**config.mk**
```make
export PLATFORM = sky130hd
export DESIGN_NAME = alu_cc_core
export DESIGN_NICKNAME = d
export VERILOG_FILES = /design/src/rtl/alu_cc_pkg.sv /design/src/rtl/alu_cc_operand.sv /design/src/rtl/alu_cc_adder.sv /design/src/rtl/alu_cc_flags.sv /design/src/rtl/alu_cc_core.sv
export SDC_FILE = /design/constraint.sdc
export NUM_CORES = 1
export LEC_CHECK = 0
export ABC_AREA = 1
export BUFFER_PORTS_ARGS = -buffer_cell sky130_fd_sc_hd__buf_2
export CORE_AREA = 8 8 45 47
export DETAILED_ROUTE_END_ITERATION = 16
export DIE_AREA = 0 0 53 55
export MAX_ROUTING_LAYER = met4
export SYNTH_ARGS = -nofsm -noshare
export SYNTH_HDL_FRONTEND = slang
export SYNTH_HIERARCHICAL = 1
export SYNTH_SLANG_ARGS = --single-unit
```
**constraint.sdc**
```tcl
create_clock -name vclk -period 2.8
set_input_delay 0.14 -clock vclk [all_inputs]
set_output_delay 0.14 -clock vclk [all_outputs]
set_load 0.03 [all_outputs]
```
**src/rtl/alu_cc_pkg.sv**
```systemverilog
// Package: shared types for the condition-code ALU.
// Assumes a four-bit function code: [3] complement A, [2] negate B, [1:0] operation.
package alu_cc_pkg;

    localparam int FUNC_W = 4;

    typedef enum logic [1:0] {
        OP_AND = 2'b00,
        OP_OR  = 2'b01,
        OP_ADD = 2'b10,
        OP_SLT = 2'b11
    } alu_op_e;

    typedef struct packed {
        logic    inv_a;
        logic    neg_b;
        alu_op_e op;
    } alu_func_t;

endpackage

```
**src/rtl/alu_cc_operand.sv**
```systemverilog
// Operand conditioner: applies the optional complement of A and negation of B.
// Negation is expressed as a complemented B plus a carry-in of one for the adder.
// Assumes the caller applies carry_in only on the adder path.
module alu_cc_operand #(
    parameter int W = 4
) (
    input  logic [W-1:0] a,
    input  logic [W-1:0] b,
    input  logic         inv_a,
    input  logic         neg_b,
    output logic [W-1:0] a_mod,
    output logic [W-1:0] b_mod,
    output logic         carry_in
);

    // Purpose: select the true or complemented form of each operand.
    always_comb begin
        a_mod    = inv_a ? ~a : a;
        b_mod    = neg_b ? ~b : b;
        carry_in = neg_b;
    end

endmodule

```
**src/rtl/alu_cc_adder.sv**
```systemverilog
// Ripple adder built from a generated chain of full adders.
// Reports the carry out of the top bit and the signed overflow.
// Assumes W >= 2.
module alu_cc_adder #(
    parameter int W = 4
) (
    input  logic [W-1:0] x,
    input  logic [W-1:0] y,
    input  logic         cin,
    output logic [W-1:0] sum,
    output logic         cout,
    output logic         ovf
);

    logic [W:0] chain;

    assign chain[0] = cin;

    for (genvar i = 0; i < W; i++) begin : g_bit
        // Purpose: one full-adder stage of the ripple chain.
        always_comb begin
            sum[i]     = x[i] ^ y[i] ^ chain[i];
            chain[i+1] = (x[i] & y[i]) | (chain[i] & (x[i] ^ y[i]));
        end
    end

    // Purpose: carry out, and overflow as disagreement of the carries around the sign bit.
    always_comb begin
        cout = chain[W];
        ovf  = chain[W] ^ chain[W-1];
    end

endmodule

```
**src/rtl/alu_cc_flags.sv**
```systemverilog
// Condition-code generator.
// Zero and negative follow the final result. Carry and overflow pass only for the add operation.
module alu_cc_flags
    import alu_cc_pkg::*;
#(
    parameter int W = 4
) (
    input  logic [W-1:0] res,
    input  alu_op_e      op,
    input  logic         add_cout,
    input  logic         add_ovf,
    output logic         zero,
    output logic         neg,
    output logic         carry,
    output logic         ovf
);

    // Purpose: derive the four condition flags from the result and the adder status.
    always_comb begin
        zero  = (res == '0);
        neg   = res[W-1];
        carry = (op == OP_ADD) & add_cout;
        ovf   = (op == OP_ADD) & add_ovf;
    end

endmodule

```
**src/rtl/alu_cc_core.sv**
```systemverilog
// Top of the condition-code ALU. It is purely combinational and has no clock or reset.
// Decodes the function code, conditions the operands, runs one shared adder,
// and selects AND, OR, sum or the signed less-than bit.
module alu_cc_core
    import alu_cc_pkg::*;
#(
    parameter int W = 4
) (
    input  logic [W-1:0]      a,
    input  logic [W-1:0]      b,
    input  logic [FUNC_W-1:0] func,
    output logic [W-1:0]      result,
    output logic              flag_zero,
    output logic              flag_neg,
    output logic              flag_carry,
    output logic              flag_ovf
);

    alu_func_t   fn;
    logic [W-1:0] a_mod, b_mod, sum;
    logic         cin, cout, aovf, less;

    assign fn = alu_func_t'(func);

    alu_cc_operand #(.W(W)) u_operand (
        .a(a), .b(b), .inv_a(fn.inv_a), .neg_b(fn.neg_b),
        .a_mod(a_mod), .b_mod(b_mod), .carry_in(cin)
    );

    alu_cc_adder #(.W(W)) u_adder (
        .x(a_mod), .y(b_mod), .cin(cin),
        .sum(sum), .cout(cout), .ovf(aovf)
    );

    // Purpose: choose the operation result; the less-than bit corrects the sign by the overflow.
    always_comb begin
        less = sum[W-1] ^ aovf;
        unique case (fn.op)
            OP_AND:  result = a_mod & b_mod;
            OP_OR:   result = a_mod | b_mod;
            OP_ADD:  result = sum;
            default: result = {{(W-1){1'b0}}, less};
        endcase
    end

    alu_cc_flags #(.W(W)) u_flags (
        .res(result), .op(fn.op), .add_cout(cout), .add_ovf(aovf),
        .zero(flag_zero), .neg(flag_neg), .carry(flag_carry), .ovf(flag_ovf)
    );

endmodule


```
==> impl_metrics.env, run 1 <==
export IMPL_io_pin_count=20
export IMPL_dieHeight_um=55
export IMPL_ir_drop_mv=0.101
export IMPL_area_growth_syn_to_layout_pct=83.2
export IMPL_final_standard_cell_count_with_taps_included_and_fillers_excluded=153
export IMPL_grt_max_degree=9
export IMPL_grt_use_met1_pct=12.7
export IMPL_finalPower_mw=0.227
export IMPL_min_period_ns=2.70
export IMPL_drv_max_cap_violation_count=0
export IMPL_layout_filler_cells=135
export IMPL_min_path_cells=5
export IMPL_number_of_search_and_repair_iterations_in_the_first_detailed_routing_pass=3
export IMPL_preCtsSetupSlack_ns=-0.151
export IMPL_power_share_switching_pct=55.1
export IMPL_post_drt_wl_per_cell_um=9.58
export IMPL_finalCoreUtilization_pct=60.1
export IMPL_critical_path_max_fanout=4
export IMPL_setup_viol_count_final=0
export IMPL_placedCellCount=141
export IMPL_fraction_of_met3_tracks_used_by_global_routing_pct=0.267
export IMPL_netlist_top_cell_by_area="sky130_fd_sc_hd__nand2_1"
export IMPL_grtUsageTotal_pct=10.3
export IMPL_grtUsageMet2_pct=18.8
export IMPL_holdPathEnd="flag_carry"
export IMPL_avgSynthCellArea_um2=4.73
export IMPL_place_area_um2=654
export IMPL_synth_cell_type_count=9
export IMPL_combinationalPowerShare_pct=100.0
export IMPL_grt_remaining_overflow=0
export IMPL_max_slew_worst_pin_slew_ns=0.296
export IMPL_die_area_um2=2920
export IMPL_diode_count=0
export IMPL_finalHoldViolCount=0
export IMPL_globalplace_congestion=0.729
export IMPL_netlist_area_pre_place_um2=454
export IMPL_critical_setup_path_class="input port to output port"
export IMPL_routed_via_count=655
export IMPL_post_dp_hpwl_um=1060
export IMPL_buffer_ports_inserted=20
export IMPL_internal_power_mw=0.102
export IMPL_timing_critical_path_from_type="input port"
export IMPL_power_density_nw_per_um2=272
export IMPL_sequentialPowerShare_pct=0
export IMPL_fmax_achieved_mhz=371
export IMPL_design_final_nets=155
export IMPL_drc=0
export IMPL_ff_latch_area_um2=0
export IMPL_synth_top_cells_by_area="sky130_fd_sc_hd__nand2_1 28%, sky130_fd_sc_hd__inv_1 23%, sky130_fd_sc_hd__fa_1 18%, sky130_fd_sc_hd__nand3_1 13%, sky130_fd_sc_hd__nor2_1 6.6%"
export IMPL_crit_share_post_route_pct=96.3
export IMPL_power_clock_fraction_pct=0
export IMPL_hold_path_class="input port to output port"
export IMPL_grt_antenna_before_repair=0
export IMPL_synth_warning_count=6
export IMPL_synth_top_cell_area_share_pct=28.1
export IMPL_fin_setup_tns_ns=0
export IMPL_worst_ep_arrival_time_ns=2.56
export IMPL_postSynthNetCount=112
export IMPL_power_static_leakage_nw=0.544
export IMPL_initial_utilization_pct=32.8
export IMPL_grt_pass1_vias=618
export IMPL_layout_cell_area_non_filler_um2=832
export IMPL_min_from="func[0]"
export IMPL_dieWidth_um=53
export IMPL_grt_most_used_layer="met2"
export IMPL_cp_data_required_time_ns=2.66
export IMPL_ant_nets=0
export IMPL_setup_repair_after_global_routing_missed_its_margin="no"
export IMPL_layout_clock_buffers=0
export IMPL_run_status="finished, final reports clean"
export IMPL_synth_seq_area_share_pct=0
export IMPL_vias_per_cell=4.28
export IMPL_final_critical_path_setup_slack_ns=0.102
export IMPL_postRouteWirelength_um=1470
export IMPL_timing_hold_ws_ns=0.710
export IMPL_slew_headroom_pct=80.2
export IMPL_post_synth_inst_count=96
export IMPL_layout_drive_gt1_share_pct=51.1
export IMPL_wire_length_of_the_first_global_routing_pass_um=2370
export IMPL_cts_hold_repair_buffers=0
export IMPL_slew_viols_final=0
export IMPL_floorplan_rows=14
export IMPL_numSequentialCells=0
export IMPL_design_core_area_um2=1380
export IMPL_drt_iter0_drc=6
export IMPL_net_switching_power_mw=0.125
export IMPL_endpoint_kind="output port"
-- layout make-up --
| type | instances | area, um^2 | share of cell area, % |
|---|---|---|---|
| multi-input cells | 62 | 382 | 45.9 |
| repair buffers | 43 | 305 | 36.7 |
| inverters | 32 | 125 | 15.0 |
| well taps | 16 | 20.0 | 2.41 |
-- cell usage in the layout (no fill, tap or decap), drive strengths merged --
| master | synthesis | layout |
|---|---|---|
| inv | 32 | 32 |
| nand2 | 34 | 34 |
| or2 | 1 | 1 |
| o21ai | 3 | 3 |
| nor2 | 8 | 8 |
| nand3 | 12 | 12 |
| buf | 2 | 43 |
| fa | 4 | 4 |
-- worst max path at each step --
stage,startpoint,end,slack [ns]
after detailed placement,func[2],flag_zero,-0.15
after CTS,func[3],flag_zero,0.03
final,func[3],flag_zero,0.10
after floorplan,func[2],flag_zero,0.007
after global placement,func[2],flag_zero,-0.12
after global routing,b[0],flag_zero,0.00004
-- routing by layer --
metal	wire length [um]	part of all wire (%)	vias up
met5	0	0	-
met4	18	1.2	0
met3	49	3.3	2
met2	755	52	13
met1	643	44	285
li1	-	-	355
-- critical path, stage by stage --
cell	delay, ns
sky130_fd_sc_hd__buf_8	0.11
sky130_fd_sc_hd__inv_4	0.05
sky130_fd_sc_hd__nand2_4	0.05
sky130_fd_sc_hd__nand2_4	0.08
sky130_fd_sc_hd__fa_2	0.20
sky130_fd_sc_hd__inv_2	0.04
sky130_fd_sc_hd__fa_2	0.33
sky130_fd_sc_hd__inv_2	0.06
sky130_fd_sc_hd__fa_2	0.21
sky130_fd_sc_hd__inv_2	0.05
sky130_fd_sc_hd__fa_2	0.53
sky130_fd_sc_hd__inv_2	0.04
sky130_fd_sc_hd__or2_4	0.24
sky130_fd_sc_hd__nand3_2	0.06
sky130_fd_sc_hd__nand3_2	0.07
sky130_fd_sc_hd__inv_2	0.06
sky130_fd_sc_hd__nand2_2	0.05
sky130_fd_sc_hd__nor2_4	0.07
sky130_fd_sc_hd__buf_6	0.13
-- logic make-up (layout without fill, tap and decap cells) --
family	Yosys count	in the layout	synth area share, %
buffers and inverters	34	75	29.7
AND/OR/NAND/NOR	55	55	49.3
AO/OA/AOI/OAI	3	3	3.30
adder cells (fa/ha/maj)	4	4	17.6
-- cell usage after synthesis --
master	number
sky130_fd_sc_hd__nand3_1	12
sky130_fd_sc_hd__nor2_1	8
sky130_fd_sc_hd__or2_2	1
sky130_fd_sc_hd__fa_1	4
sky130_fd_sc_hd__nand2_1	34
sky130_fd_sc_hd__buf_4	2
sky130_fd_sc_hd__inv_2	4
sky130_fd_sc_hd__inv_1	28
sky130_fd_sc_hd__o21ai_0	3
-- power groups by stage --
stage               combinational, mW  clock (mW)  sequential (mW)
detailed placement              0.176           0                0
floorplan                       0.118           0                0
global placement                0.172           0                0
CTS                             0.216           0                0
global route                    0.250           0                0
finish                          0.227           0                0
-- timing repair --
item | in CTS | in global routing
setup buffers | 13 | 0
resized for setup | 18 | 16
pin swaps | 7 | 17
setup endpoints to repair | 1 | 2
Note: power is estimated with default switching activity, not from simulation.
==> run 2: changes to the inputs <==
- PLACE_DENSITY_LB_ADDON: default -> 0.15
==> impl_metrics.env, run 2 (same netlist as run 1, synthesis figures left out) <==
export IMPL_layout_filler_cells=166
export IMPL_design_final_nets=148
export IMPL_area_growth_syn_to_layout_pct=69.4
export IMPL_critical_path_max_fanout=4
export IMPL_layout_cells_most_common="sky130_fd_sc_hd__nand2_1"
export IMPL_die_area_um2=2920
export IMPL_buffer_ports_inserted=20
export IMPL_final_standard_cell_count_with_taps_included_and_fillers_excluded=146
export IMPL_run_status="finished, final reports clean"
export IMPL_grt_antenna_before_repair=0
export IMPL_io_pin_count=20
export IMPL_diode_count=0
export IMPL_max_slew_worst_pin_slew_ns=0.269
export IMPL_initial_utilization_pct=32.8
export IMPL_slew_headroom_pct=82.0
export IMPL_layout_clock_buffers=0
export IMPL_dieHeight_um=55
export IMPL_power_static_leakage_nw=0.502
export IMPL_power_density_nw_per_um2=283
export IMPL_min_period_ns=2.71
export IMPL_wire_length_of_the_first_global_routing_pass_um=1980
export IMPL_critical_setup_path_class="input port to output port"
export IMPL_drt_iter0_drc=5
export IMPL_floorplan_rows=14
export IMPL_vias_per_cell=4.14
export IMPL_fmax_achieved_mhz=369
export IMPL_area_of_the_multi_input_gates_um2=377
export IMPL_post_dp_hpwl_um=1030
export IMPL_drv_max_cap_violation_count=0
export IMPL_timing_critical_path_from_type="input port"
export IMPL_drc=0
export IMPL_endpoint_kind="output port"
export IMPL_hold_path_class="input port to output port"
export IMPL_number_of_search_and_repair_iterations_in_the_first_detailed_routing_pass=4
export IMPL_min_path_cells=5
export IMPL_final_cell_mix="25 x sky130_fd_sc_hd__nand2_1, 21 x sky130_fd_sc_hd__inv_1, 16 x sky130_fd_sc_hd__buf_4"
export IMPL_finalHoldViolCount=0
export IMPL_finalPower_mw=0.218
export IMPL_design_core_area_um2=1380
export IMPL_grt_remaining_overflow=0
export IMPL_numSequentialCells=0
export IMPL_slew_viols_final=0
export IMPL_globalplace_congestion=0.753
export IMPL_grt_pass1_vias=504
export IMPL_cts_hold_repair_buffers=0
export IMPL_crit_share_post_route_pct=96.9
export IMPL_ir_drop_mv=0.109
export IMPL_ff_latch_area_um2=0
export IMPL_layout_drive_gt1_share_pct=49.2
export IMPL_placedCellCount=142
export IMPL_postRouteWirelength_um=1210
export IMPL_worst_ep_arrival_time_ns=2.57
export IMPL_setup_repair_after_global_routing_missed_its_margin="yes"
export IMPL_ant_nets=0
export IMPL_grt_max_degree=9
export IMPL_dieWidth_um=53
export IMPL_cp_data_required_time_ns=2.66
export IMPL_routed_via_count=605
export IMPL_grtUsageTotal_pct=8.50
export IMPL_post_drt_wl_per_cell_um=8.26
export IMPL_setup_viol_count_final=0
## run 2: metal layers
| layer | wire [um] | global-route usage [%] | share of wire, % |
|---|---|---|---|
| met3 | 62 | 0.267 | 5.1 |
| met4 | 0 | 0 | 0 |
| met5 | 0 | - | 0 |
| met1 | 535 | 11.2 | 44 |
| met2 | 608 | 14.8 | 50 |
## run 2: final timing paths
| kind | startpoint | to |
|---|---|---|
| min | func[0] | flag_carry |
| max | func[3] | flag_zero |
## run 2: cell type report
cell class | instances | area share [%]
multi-input combinational | 62 | 48.9
timing repair buffer | 36 | 32.2
inverter | 32 | 16.3
tap | 16 | 2.60
## run 2: through the flow
step / hold WS (ns) / utilization [%] / area, um^2 / TNS, ns / worst slack, ns
2_1_floorplan: 0.465 / - / 467 / 0 / 0.00683
3_3_place_gp: 0.712 / 47.8 / 662 / -0.120 / -0.120
3_5_place_dp: 0.710 / 47.8 / 662 / -0.150 / -0.150
4_1_cts: 0.712 / 50.6 / 701 / 0 / 0.00137
5_1_grt: 0.772 / 55.6 / 769 / -0.0660 / -0.0660
6_report: 0.709 / 55.6 / 769 / 0 / 0.0868
## run 2: power by group
part	leakage, nW	total [mW]	switching [mW]	internal (mW)
Clock	0	0	0	0
Combinational	0.502	0.218	0.120	0.0980
Sequential	0	0	0	0
Total	0.502	0.218	0.120	0.0980
## run 2: what timing repair did
action / in CTS / in global routing
hold endpoints to repair: 0 / 0
buffers inserted: 1 / 3
endpoints found under the setup margin: 3 / 4
pin swaps: 5 / 13
resized for setup: 14 / 19
## run 2: critical path, stage by stage
cell and delay, ns:
sky130_fd_sc_hd__buf_6 0.11, sky130_fd_sc_hd__inv_4 0.04, sky130_fd_sc_hd__nand2_2 0.05, sky130_fd_sc_hd__nand2_4 0.08, sky130_fd_sc_hd__fa_2 0.20, sky130_fd_sc_hd__inv_2 0.04
sky130_fd_sc_hd__fa_2 0.32, sky130_fd_sc_hd__inv_2 0.06, sky130_fd_sc_hd__fa_2 0.19, sky130_fd_sc_hd__inv_2 0.05, sky130_fd_sc_hd__fa_2 0.53, sky130_fd_sc_hd__inv_2 0.04
sky130_fd_sc_hd__or2_4 0.24, sky130_fd_sc_hd__nand3_2 0.07, sky130_fd_sc_hd__nand3_2 0.09, sky130_fd_sc_hd__inv_2 0.06, sky130_fd_sc_hd__nand2_2 0.05, sky130_fd_sc_hd__nor2_4 0.10
sky130_fd_sc_hd__buf_6 0.13
==> run 3: changes to the inputs <==
- REMOVE_ABC_BUFFERS: default -> 1
==> impl_metrics.env, run 3 (same netlist as run 1, synthesis figures left out) <==
export IMPL_drt_iter0_drc=11
export IMPL_dieHeight_um=55
export IMPL_cp_common_cell="sky130_fd_sc_hd__inv_2"
export IMPL_ir_drop_mv=0.123
export IMPL_drv_max_cap_violation_count=0
export IMPL_grtUsageTotal_pct=12.7
export IMPL_drt_met1_wl_um=647
export IMPL_grt_max_degree=9
export IMPL_numSequentialCells=0
export IMPL_min_period_ns=2.72
export IMPL_grt_antenna_before_repair=0
export IMPL_layout_cells_most_common="sky130_fd_sc_hd__buf_4"
export IMPL_slew_headroom_pct=79.7
export IMPL_setup_repair_after_global_routing_missed_its_margin="yes"
export IMPL_final_standard_cell_count_with_taps_included_and_fillers_excluded=157
export IMPL_diode_count=0
export IMPL_grt_remaining_overflow=0
export IMPL_area_growth_syn_to_layout_pct=93.1
export IMPL_die_area_um2=2920
export IMPL_postRouteWirelength_um=1630
export IMPL_setup_viol_count_final=0
export IMPL_crit_share_post_route_pct=97.1
export IMPL_hold_path_class="input port to output port"
export IMPL_crit_path_max_incr_delay_ns=0.52
export IMPL_power_density_nw_per_um2=274
export IMPL_route_top_layer_used="met4"
export IMPL_wire_length_of_the_first_global_routing_pass_um=2880
export IMPL_worst_ep_arrival_time_ns=2.58
export IMPL_post_drt_wl_per_cell_um=10.4
export IMPL_slowest_library_cell_on_the_worst_path="sky130_fd_sc_hd__fa_2"
export IMPL_critical_path_max_fanout=3
export IMPL_dieWidth_um=53
export IMPL_layout_filler_cells=140
export IMPL_io_pin_count=20
export IMPL_critical_setup_path_class="input port to output port"
export IMPL_number_of_search_and_repair_iterations_in_the_first_detailed_routing_pass=4
export IMPL_drc=0
export IMPL_cts_hold_repair_buffers=0
export IMPL_layout_cell_area_non_filler_um2=877
export IMPL_initial_utilization_pct=32.8
export IMPL_timing_critical_path_max_delay_family="adder cells"
export IMPL_post_dp_hpwl_um=1100
export IMPL_slew_viols_final=0
export IMPL_endpoint_kind="output port"
export IMPL_vias_per_cell=4.37
export IMPL_cp_data_required_time_ns=2.66
export IMPL_critical_path_cell_chain="buf_8, inv_6, nand2_4, nand2_4, fa_2, inv_2, fa_2, inv_2, fa_2, inv_2, fa_2, inv_2, or2_4, nand3_2, nand3_2, inv_2, nand2_2, nor2_2, buf_6"
export IMPL_globalplace_congestion=0.812
export IMPL_final_critical_path_setup_slack_ns=0.0826
export IMPL_buffer_ports_inserted=20
export IMPL_fmax_achieved_mhz=368
export IMPL_floorplan_rows=14
export IMPL_ant_nets=0
export IMPL_met3_length_um=52
export IMPL_preCtsSetupSlack_ns=-0.201
export IMPL_run_status="finished, final reports clean"
export IMPL_design_core_area_um2=1380
export IMPL_finalHoldViolCount=0
export IMPL_area_of_the_multi_input_gates_um2=384
export IMPL_design_final_nets=159
export IMPL_route_met2_wl_um=908
export IMPL_layout_drive_gt1_share_pct=54.6
export IMPL_finalPower_mw=0.241
export IMPL_routed_via_count=686
export IMPL_place_area_um2=642
export IMPL_placedCellCount=141
export IMPL_cp_num_buf_inv=8
export IMPL_final_cell_mix="26 x sky130_fd_sc_hd__buf_4, 25 x sky130_fd_sc_hd__nand2_1, 20 x sky130_fd_sc_hd__inv_1"
export IMPL_max_slew_worst_pin_slew_ns=0.304
export IMPL_layout_clock_buffers=0
export IMPL_power_static_leakage_nw=0.566
export IMPL_timing_critical_path_from_type="input port"
export IMPL_grt_pass1_vias=723
export IMPL_ff_latch_area_um2=0
-- run 3: worst min-delay path, cell delays in order --
cell,delay (ns)
sky130_fd_sc_hd__buf_2,0.11
sky130_fd_sc_hd__inv_1,0.04
sky130_fd_sc_hd__nand2_1,0.07
sky130_fd_sc_hd__nor2_1,0.04
sky130_fd_sc_hd__buf_2,0.16
-- run 3: report_power, final --
part	internal, mW	switching, mW	total (mW)
logic	0.112	0.128	0.241
clock network	0	0	0
registers	0	0	0
total	0.112	0.128	0.241
-- run 3: layer usage --
layer | vias up | global-route usage [%]
met4 | 0 | 2.16
met3 | 2 | 0.802
met5 | - | -
met2 | 14 | 24.6
li1 | 363 | -
met1 | 307 | 13.9
-- run 3: worst paths after layout --
kind / from / to / slack (ns) / depth (start not counted)
worst max-delay path: func[3] / flag_zero / 0.08 / 19
worst min-delay path: func[0] / flag_ovf / 0.72 / 5
-- run 3: layout make-up --
cell class                      count  share of cell area [%]
Multi-Input combinational cell     62                    43.8
Tap cell                           16                    2.28
Timing Repair Buffer               47                    39.4
Inverter                           32                    14.6
-- run 3: what timing repair did --
action | CTS | global route
buffers inserted | 17 | 0
gates resized for setup | 27 | 16
pin swaps | 10 | 12
gates cloned | 0 | 0
endpoints found under the setup margin | 3 | 2
-- run 3: stage by stage --
stage               hold WS [ns]  util, %  setup TNS (ns)
global route               0.775     63.4         -0.0450
CTS                        0.715     60.8               0
floorplan                  0.465        -          -0.304
finish                     0.715     63.4               0
detailed placement         0.712     46.4          -0.232
global placement           0.712     46.4          -0.153
